### config.mk
export PLATFORM = sky130hd
export DESIGN_NAME = bus_cycle_watchdog
export DESIGN_NICKNAME = d
export VERILOG_FILES = /design/src/rtl/bcw_pkg.sv /design/src/rtl/bcw_sync.sv /design/src/rtl/bcw_timer.sv /design/src/rtl/bcw_flag.sv /design/src/rtl/bus_cycle_watchdog.sv
export SDC_FILE = /design/constraint.sdc
export NUM_CORES = 1
export LEC_CHECK = 0
export BUFFER_PORTS_ARGS = -buffer_cell sky130_fd_sc_hd__buf_4
export CAP_MARGIN = 30
export CELL_PAD_IN_SITES_DETAIL_PLACEMENT = 1
export CELL_PAD_IN_SITES_GLOBAL_PLACEMENT = 2
export CORE_AREA = 2 2 42 44
export DETAILED_ROUTE_END_ITERATION = 10
export DIE_AREA = 0 0 44 46
export PLACE_DENSITY = 0.76
export RECOVER_POWER = 100
export SYNTH_ARGS = -nofsm -noshare
export SYNTH_HDL_FRONTEND = slang
export SYNTH_HIERARCHICAL = 1
export SYNTH_SLANG_ARGS = --single-unit
### constraint.sdc
create_clock -name clk -period 2.47 [get_ports clk]
set_clock_uncertainty 0.2 [all_clocks]
set_input_delay 0.3705 -clock clk [delete_from_list [all_inputs] [get_ports clk]]
set_output_delay 0.3705 -clock clk [all_outputs]
set_load 0.01 [all_outputs]
### src/rtl/bcw_pkg.sv
// Package: shared constants and helpers for the bus cycle watchdog.
// Assumes the clock frequency is a whole number of megahertz.
package bcw_pkg;

    // Synchronizer depth applied to both handshake inputs.
    localparam int unsigned SYNC_STAGES = 2;

    // Convert clock frequency and limit in microseconds into a clock count (at least 1).
    function automatic int unsigned limit_clks(input int unsigned hz, input int unsigned us);
        int unsigned n;
        n = (hz / 32'd1_000_000) * us;
        return (n == 0) ? 32'd1 : n;
    endfunction

endpackage

### src/rtl/bcw_sync.sv
// Module: bcw_sync
// Multi-stage flop synchronizer for one asynchronous level.
// Assumes STAGES >= 2. In reset every stage takes the IDLE level, so the
// output shows the inactive state until real samples arrive.
module bcw_sync #(
    parameter int unsigned STAGES = 2,
    parameter logic        IDLE   = 1'b1
) (
    input  logic clk,
    input  logic rst_n,
    input  logic d,
    output logic q
);

    logic [STAGES-1:0] stage;

    // First stage samples the raw asynchronous input.
    always_ff @(posedge clk) begin
        if (!rst_n) stage[0] <= IDLE;
        else        stage[0] <= d;
    end

    genvar g;
    generate
        for (g = 1; g < STAGES; g++) begin : g_chain
            // Each later stage re-samples the one before it.
            always_ff @(posedge clk) begin
                if (!rst_n) stage[g] <= IDLE;
                else        stage[g] <= stage[g-1];
            end
        end
    endgenerate

    assign q = stage[STAGES-1];

endmodule

### src/rtl/bcw_timer.sv
// Module: bcw_timer
// Counts clocks while a bus cycle is open and unacknowledged.
// Saturates at LIMIT and flags expiry there. Clears whenever the strobe is
// idle or an acknowledge is seen. Inputs are assumed already synchronized.
module bcw_timer #(
    parameter int unsigned LIMIT = 100,
    parameter int unsigned CNT_W = $clog2(LIMIT + 1)
) (
    input  logic clk,
    input  logic rst_n,
    input  logic as_idle,
    input  logic ack_seen,
    output logic expired
);

    localparam logic [CNT_W-1:0] LIM_V = CNT_W'(LIMIT);
    localparam logic [CNT_W-1:0] ONE_V = CNT_W'(1);

    logic [CNT_W-1:0] cnt;

    // Advance the cycle age, clearing it on idle strobe or acknowledge.
    always_ff @(posedge clk) begin
        if (!rst_n)                   cnt <= '0;
        else if (as_idle || ack_seen) cnt <= '0;
        else if (cnt != LIM_V)        cnt <= cnt + ONE_V;
    end

    assign expired = (cnt == LIM_V);


    ack_clear_chk: assert property (@(posedge clk) disable iff (!rst_n)
        ack_seen |=> (cnt == '0));


    step_chk: assert property (@(posedge clk) disable iff (!rst_n)
        (!as_idle && !ack_seen && !expired) |=> (cnt == $past(cnt) + ONE_V));


    no_wrap_chk: assert property (@(posedge clk) disable iff (!rst_n)
        (expired && !as_idle && !ack_seen) |=> expired);

endmodule

### src/rtl/bcw_flag.sv
// Module: bcw_flag
// Holds the bus-error request. It sets on timer expiry and stays set until
// the synchronized strobe goes idle. An acknowledge does not clear it.
module bcw_flag (
    input  logic clk,
    input  logic rst_n,
    input  logic as_idle,
    input  logic expired,
    output logic err_q
);

    // Set on expiry, hold through the cycle, drop once the strobe is released.
    always_ff @(posedge clk) begin
        if (!rst_n)       err_q <= 1'b0;
        else if (as_idle) err_q <= 1'b0;
        else if (expired) err_q <= 1'b1;
    end


    trip_cause_chk: assert property (@(posedge clk) disable iff (!rst_n)
        $rose(err_q) |-> $past(expired));


    hold_low_chk: assert property (@(posedge clk) disable iff (!rst_n)
        (err_q && !as_idle) |=> err_q);


    release_chk: assert property (@(posedge clk) disable iff (!rst_n)
        as_idle |=> !err_q);

endmodule

### src/rtl/bus_cycle_watchdog.sv
// Module: bus_cycle_watchdog (top)
// Requests a bus error when an asynchronous bus cycle stays open beyond a
// limit with no transfer acknowledge. The limit is derived from CLK_HZ and
// LIMIT_US. Assumes the acknowledge line idles high through a pull-up.
module bus_cycle_watchdog #(
    parameter int unsigned CLK_HZ   = 10_000_000,
    parameter int unsigned LIMIT_US = 10
) (
    input  logic clk,
    input  logic rst_n,
    input  logic as_n,
    input  logic dtack_n,
    output logic berr_n
);

    localparam int unsigned LIMIT = bcw_pkg::limit_clks(CLK_HZ, LIMIT_US);
    localparam int unsigned CNT_W = $clog2(LIMIT + 1);

    logic as_s;
    logic dtack_s;
    logic expired;
    logic err_q;

    bcw_sync #(.STAGES(bcw_pkg::SYNC_STAGES), .IDLE(1'b1)) u_as_sync (
        .clk(clk), .rst_n(rst_n), .d(as_n), .q(as_s)
    );

    bcw_sync #(.STAGES(bcw_pkg::SYNC_STAGES), .IDLE(1'b1)) u_ack_sync (
        .clk(clk), .rst_n(rst_n), .d(dtack_n), .q(dtack_s)
    );

    bcw_timer #(.LIMIT(LIMIT), .CNT_W(CNT_W)) u_timer (
        .clk(clk), .rst_n(rst_n), .as_idle(as_s), .ack_seen(!dtack_s),
        .expired(expired)
    );

    bcw_flag u_flag (
        .clk(clk), .rst_n(rst_n), .as_idle(as_s), .expired(expired),
        .err_q(err_q)
    );

    assign berr_n = !err_q;


    reset_idle_chk: assert property (@(posedge clk)
        !rst_n |=> berr_n);

endmodule

==> impl_results.md, run 1 <==
- Row count: 15
- Worst hold path class: in2reg
- Crit-path leading delay family: simple AND/OR/NAND/NOR gates
- Largest net degree at the start of global routing: 8
- Seq pwr share: 54.9%
- Critical path's slowest cell: and2_0
- Number of I/O pins: 5
- Final WL: 829 um
- Net Sw Power: 69.04 uW
- Largest stage delay, worst path: about 380 ps
- Worst-path clk slew: 80 ps
- Routed WL per cell: 10.63 um
- WS Path Type: reg2reg
- Number of CTS-inserted buffers: 3
- Final Cell Area: 574.3 sq um
- Top-count cell post-synth: dfxtp_1
- Clock sinks: 12
- DR vias/cell: 4.795
- Synth Cell Area: 508.0 sq um
- Final hold vios: 0
- Post-CTS Hold Buffers: 0
- CTS tree: built
- Post-synth ARST share: 0%
- First-pass GRT wire length: 1469 um
- Final GP Congestion: between 0.6 and 0.7
- Crit path max fanout: 6
- LEAKAGE: 0.0002138 uW
- Die height: roughly 46 um
- CP Capture Type: register
- Worst path arrival time: between 1500 and 2000 ps
- Initial antenna violation count: 0
- Total number of vias: 374
- DIE WIDTH: ~44 um
- Clk Latency, worst-skew pair: 260 ps
- DRT iter0 DRCs: 3
- Synth top area share: between 40% and 50%
- Synth area leader: dfxtp_1
- Ys Warns: 6
- DR DRC count: 0
- Fmax: approximately 570 MHz
- Antenna viol nets, final: 0
- Total global-route track usage: 10.42%
- Worst path cell trace: inv_1 > ha_1 > nor4bb_1 > and2_0 > nor2_1 > nor3b_2
- Fill cells: just under 200
- Buf/Inv on CP: 1
- Power Internal: 292.1 uW
- Max-slew violations: 0
- Slew headroom: ~64%
- Fin crit share: 71.10%
- Mapped Cells: 54
- Post-synth cell types: 20
- Total negative slack: 0 ps
- Worst-Margin Slew: 542.3 ps
- Max VDD drop: 469.2 uV
- Top_reg_cell synth: dfxtp_1
- Ant. Diodes: 0
- Htree depth: 1
- WP data required: 2470 ps
- Clock power share: 42.2%
- Port Buffer Count: 4
- Startpoint types: register
- Layout cells sized above 1: 13.11%
- Post-CTS Setup Repair Bufs: 0
- EDFF count, synth: 0
- Run status: finished clean
- Synth top cells by count: dfxtp_1 (12), nand2_1 (6), inv_1 (4), nand2b_1 (4)
- Placed cell area: 548.0 sq um
- Vias in the first global route: 359
- Syn Nets: 60
- Seq cells post-synth: 12
- Sw Ratio: 19.12%
- Power per cell area: 628.8 mW/mm^2
- Fin util: 35.58%
- Setup-failing EPs final: 0
- Comb power frac: 2.9%
- MaxCap Viol Count: 0
- Tmin final: 1756 ps
- Syn-to-layout area delta: 13.05%
- Post-synthesis sequential area ratio: 47.29%
- Drt first pass iters: 4
- GRT overflow: 0
- Syn avg cell area: 9.407 sq um
- Clock root buffer: clkbuf_4
- Core area: about 0.0016 sq mm
- Initial Util: around a third
- Area contributors post-synth: dfxtp_1 (47%), xor2_1 (5.2%), ha_1 (4.9%), nand2b_1 (4.9%), nand2_1 (4.4%)
- Longest Clk Path Bufs: 2
- Die Area: 0.002024 sq mm
- Fin nets: 68
- RSZ-0062 raised after global routing: no
- Post-CTS resize count: 0
==> per-layer routing <==
metal	vias to the layer above	global-route usage, %	part of all wire, %
li1	193	-	-
met1	173	12.47	53
met2	6	15.59	42
met3	2	3.571	3.1
met4	0	7.273	2.1
met5	-	0	0
==> state kept, by name, summed over array words and instances (netlist names) <==
name and cells:
u_flag/err_q 1, u_ack_sync/q 1, u_as_sync/q 1, u_ack_sync/stage 1
u_timer/cnt 7, u_as_sync/stage 1
==> through the flow <==
| stage | instances | worst slack, ps | hold slack, ps | power [uW] |
|---|---|---|---|---|
| floorplan | 54 | 975.2 | 186.3 | 207.7 |
| global placement | 74 | 865.4 | 190.8 | 213.5 |
| detailed placement | 74 | 837.2 | 197.9 | 213.5 |
| CTS | 78 | 807.4 | 82.85 | 369.3 |
| global route | 78 | 508.8 | 99.80 | 378.8 |
| finish | 78 | 713.8 | 109.3 | 361.1 |
==> cell families (layout without fill, tap and decap cells) <==
kind of cell / after synthesis / in the layout / synth area share [%]
and+or+nand+nor: 25 / 25 / 29.06
DFF: 12 / 12 / 47.29
AOI/OAI and AO/OA: 6 / 6 / 6.404
buffers and inverters: 5 / 12 / 5.171
xor gates and xnor gates: 3 / 3 / 5.173
adders and majority gates: 2 / 2 / 4.925
muxes: 1 / 1 / 1.971
==> final cells by class <==
cell class | count | area (sq um) | share of cell area [%]
sequential | 12 | 240.2 | 41.83
multi-input combinational | 37 | 235.2 | 40.96
clock buffer | 4 | 36.28 | 6.318
timing repair buffer | 4 | 26.28 | 4.575
tap | 17 | 21.27 | 3.704
inverter | 4 | 15.01 | 2.614
==> final timing paths <==
check | start | to | slack, ps | depth (start not counted)
max | u_timer/cnt[0]$_SDFFE_PP0P_ | u_flag/err_q$_SDFFE_PP0P_ | 710 | 6
min reg2reg | u_ack_sync/stage[0]$_SDFF_PN1_ | u_ack_sync/q$_SDFF_PN1_ | 210 | 1
min | dtack_n | u_ack_sync/stage[0]$_SDFF_PN1_ | 110 | 2
max reg2reg | u_timer/cnt[0]$_SDFFE_PP0P_ | u_flag/err_q$_SDFFE_PP0P_ | 710 | 6
==> placed cells by master, fill, tap and decap left out <==
cell      instances
a21oi_1           2
and2_0            1
and2_1            1
buf_4             1
clkbuf_1          1
clkbuf_4          5
clkbuf_8          1
dfxtp_1          12
ha_1              2
inv_1             4
mux2i_1           1
nand2_1           6
nand2b_1          4
nand3_1           3
nand4_1           1
nor2_1            2
nor3_1            2
nor3b_1           1
nor3b_2           1
nor4bb_1          1
o21a_1            1
o21ai_0           3
or3_1             2
xor2_1            3
==> worst reg2reg max path, cell delays in order, from the launching register on <==
cell and delay, ps:
dfxtp_1 340, inv_1 80, ha_1 130, nor4bb_1 320, and2_0 380, nor2_1 90
nor3b_2 150
==> power by group through the flow <==
stage | logic, uW | clock network, uW | registers (uW)
floorplan | 5.19 | 0 | 202
global placement | 10.7 | 0 | 203
detailed placement | 10.8 | 0 | 203
CTS | 10.8 | 160 | 198
global route | 11.7 | 169 | 199
finish | 10.5 | 152 | 198
No activity file was read; power rests on OpenSTA's default activity.
==> run 2: changes to the inputs <==
--- a/config.mk
+++ b/config.mk
@@ -9,10 +9,10 @@
 export CAP_MARGIN = 30
 export CELL_PAD_IN_SITES_DETAIL_PLACEMENT = 1
 export CELL_PAD_IN_SITES_GLOBAL_PLACEMENT = 2
-export CORE_AREA = 2 2 42 44
+export CORE_AREA = 2 2 45 47
 export DETAILED_ROUTE_END_ITERATION = 10
-export DIE_AREA = 0 0 44 46
-export PLACE_DENSITY = 0.76
+export DIE_AREA = 0 0 47 49
+export PLACE_DENSITY = 0.7
 export RECOVER_POWER = 100
 export SYNTH_ARGS = -nofsm -noshare
 export SYNTH_HDL_FRONTEND = slang
==> constraint.sdc (replaced) <==
create_clock -name clk -period 1.45 [get_ports clk]
set_clock_uncertainty 0.2 [all_clocks]
set_input_delay 0.2175 -clock clk [delete_from_list [all_inputs] [get_ports clk]]
set_output_delay 0.2175 -clock clk [all_outputs]
set_load 0.01 [all_outputs]
==> impl_results.md, run 2 (same netlist as run 1, synthesis figures left out) <==
- GR Util met1: 10.71%
- Initial Util: between 20% and 30%
- Fin nets: between 70 and 80
- Setup-failing EPs final: 0
- DRT iter0 DRCs: 2
- Max VDD drop: 688.8 uV
- Most common cell after layout, fill and taps aside: dfxtp_1
- Layout cells sized above 1: 36.62%
- Total number of vias: roughly 430
- Ant. Diodes: 0
- Fill cells: 228
- Largest Register: u_timer/cnt
- Final Cell Area: 733.2 sq um
- Power per cell area: about 870 mW/mm^2
- Largest stage delay, worst path: 370 ps
- Final hold vios: 0
- Worst hold path class: reg2reg
- Row count: 16
- Core area: approximately 0.0018 sq mm
- Number of CTS-inserted buffers: 3
- Total global-route track usage: 10.59%
- Drt first pass iters: 4
- Max-slew violations: 0
- DIE WIDTH: 47 um
- Syn-to-layout area delta: 44.33%
- Crit path max fanout: 6
- Htree depth: 1
- Fmax: 690.8 MHz
- Clock sinks: 12
- Final WL: 1086 um
- CP Capture Type: register
- Fin crit share: 99.83%
- MaxCap Viol Count: 0
- Die height: between 40 and 50 um
- Hold Slack: 214.8 ps
- Met2 global-route usage: 18.95%
- RSZ-0062 raised after global routing: yes
- Worst-Margin Slew: roughly 220 ps
- Startpoint types: register
- CTS tree: built
- DR vias/cell: roughly 4.4
- Largest net degree at the start of global routing: 8
- Final GP Congestion: just over 0.7
- Longest Clk Path Bufs: 2
- Placed cell area: between 500 and 600 sq um
- Most used routing layer: met2
- WS Path Type: reg2reg
- Register Area: 245.2 sq um
- Port Buffer Count: 4
- Commonest non-fill, non-tap cells in the layout: dfxtp_1 (10), buf_4 (7), nand2_1 (6), clkbuf_4 (5), nand2b_1 (4)
- Initial antenna violation count: 0
- Clk Latency, worst-skew pair: 280 ps
- Worst path cell trace: inv_2 > ha_4 > nor4bb_4 > and2_4 > nor2_2 > nor3b_2
- GRT overflow: 0
- Slew headroom: 85.15%
- Critical path's slowest cell: dfxtp_4
- Met3 GRT Util: 5.556%
- Vias in the first global route: 438
- Max reg flops: 7
- Multi-input logic area: 290.3 sq um
- Die Area: 0.002303 sq mm
- First-pass GRT wire length: around 1700 um
- Tmin final: 1448 ps
- Run status: finished clean
- Routed WL per cell: around 11 um
- WP data required: 1460 ps
- Worst-path clk slew: approximately 70 ps
- LEAKAGE: 0.0002721 uW
- Worst path arrival time: 1450 ps
- DR DRC count: 0
- Antenna viol nets, final: 0
- Number of I/O pins: 5
- Clock root buffer: clkbuf_4
run 2: cell count changes in the layout (fill, tap and decap cells not counted), moves of 2 or more:
cell,previous run,this run
inv_2,0,2
inv_1,4,2
ha_4,0,2
buf_4,1,7
dlygate4sd3_1,0,3
ha_1,2,0
dfxtp_1,12,10
run 2: timing repair:
| action | in CTS | in global routing |
|---|---|---|
| cloned | 0 | 0 |
| pin swaps | 1 | 4 |
| hold buffers | 3 | 0 |
| resized for setup | 4 | 12 |
| setup buffers | 0 | 3 |
| hold endpoints to repair | 4 | 0 |
| endpoints found under the setup margin | 7 | 7 |
run 2: report_power, final:
group | internal, uW | switching [uW] | total (uW)
Combinational | 18.4 | 11.1 | 29.5
Clock | 153 | 116 | 269
Sequential | 333 | 2.59 | 336
Total | 505 | 130 | 635
run 2: worst paths after layout:
check / startpoint / to / slack, ps / cells after the start
hold / removal: u_as_sync/stage[0]$_SDFF_PN1_ / u_as_sync/q$_SDFF_PN1_ / 210 / 1
setup / recovery: u_timer/cnt[1]$_SDFFE_PP0P_ / u_flag/err_q$_SDFFE_PP0P_ / 2 / 6
hold reg to reg: u_as_sync/stage[0]$_SDFF_PN1_ / u_as_sync/q$_SDFF_PN1_ / 210 / 1
setup reg to reg: u_timer/cnt[1]$_SDFFE_PP0P_ / u_flag/err_q$_SDFFE_PP0P_ / 2 / 6
run 2: critical path, delay by kind of cell (launching register included):
kind,cells,cell delay (ps)
simple gates,4,650
buf+inv,1,60
fa+ha+maj,1,110
flops,1,370
run 2: layout make-up:
cell class                 count  area share, %
clock buffer                   4          4.949
inverter                       4          2.048
multi-input combinational     37          39.59
sequential                    12          33.45
tap                           27          4.608
timing repair buffer          14          15.36
run 2: through the flow:
step           util (%)  TNS, ps  setup WS [ps]  total power (uW)  cells
2_1_floorplan         -        0          5.985             353.9     54
3_3_place_gp      32.13   -126.6         -75.89             365.8     88
3_5_place_dp      32.13   -288.9         -103.8             366.4     88
4_1_cts           36.48        0          6.276             647.3     95
5_1_grt           39.81   -166.0         -64.19             669.4     98
6_report          39.81        0          2.468             634.7     98
run 2: layer usage:
| layer | wire length, um | part of all wire, % | vias up |
|---|---|---|---|
| li1 | - | - | 215 |
| met1 | 412 | 38 | 211 |
| met2 | 626 | 58 | 7 |
| met3 | 47 | 4.3 | 0 |
| met4 | 0 | 0 | 0 |
| met5 | 0 | 0 | - |
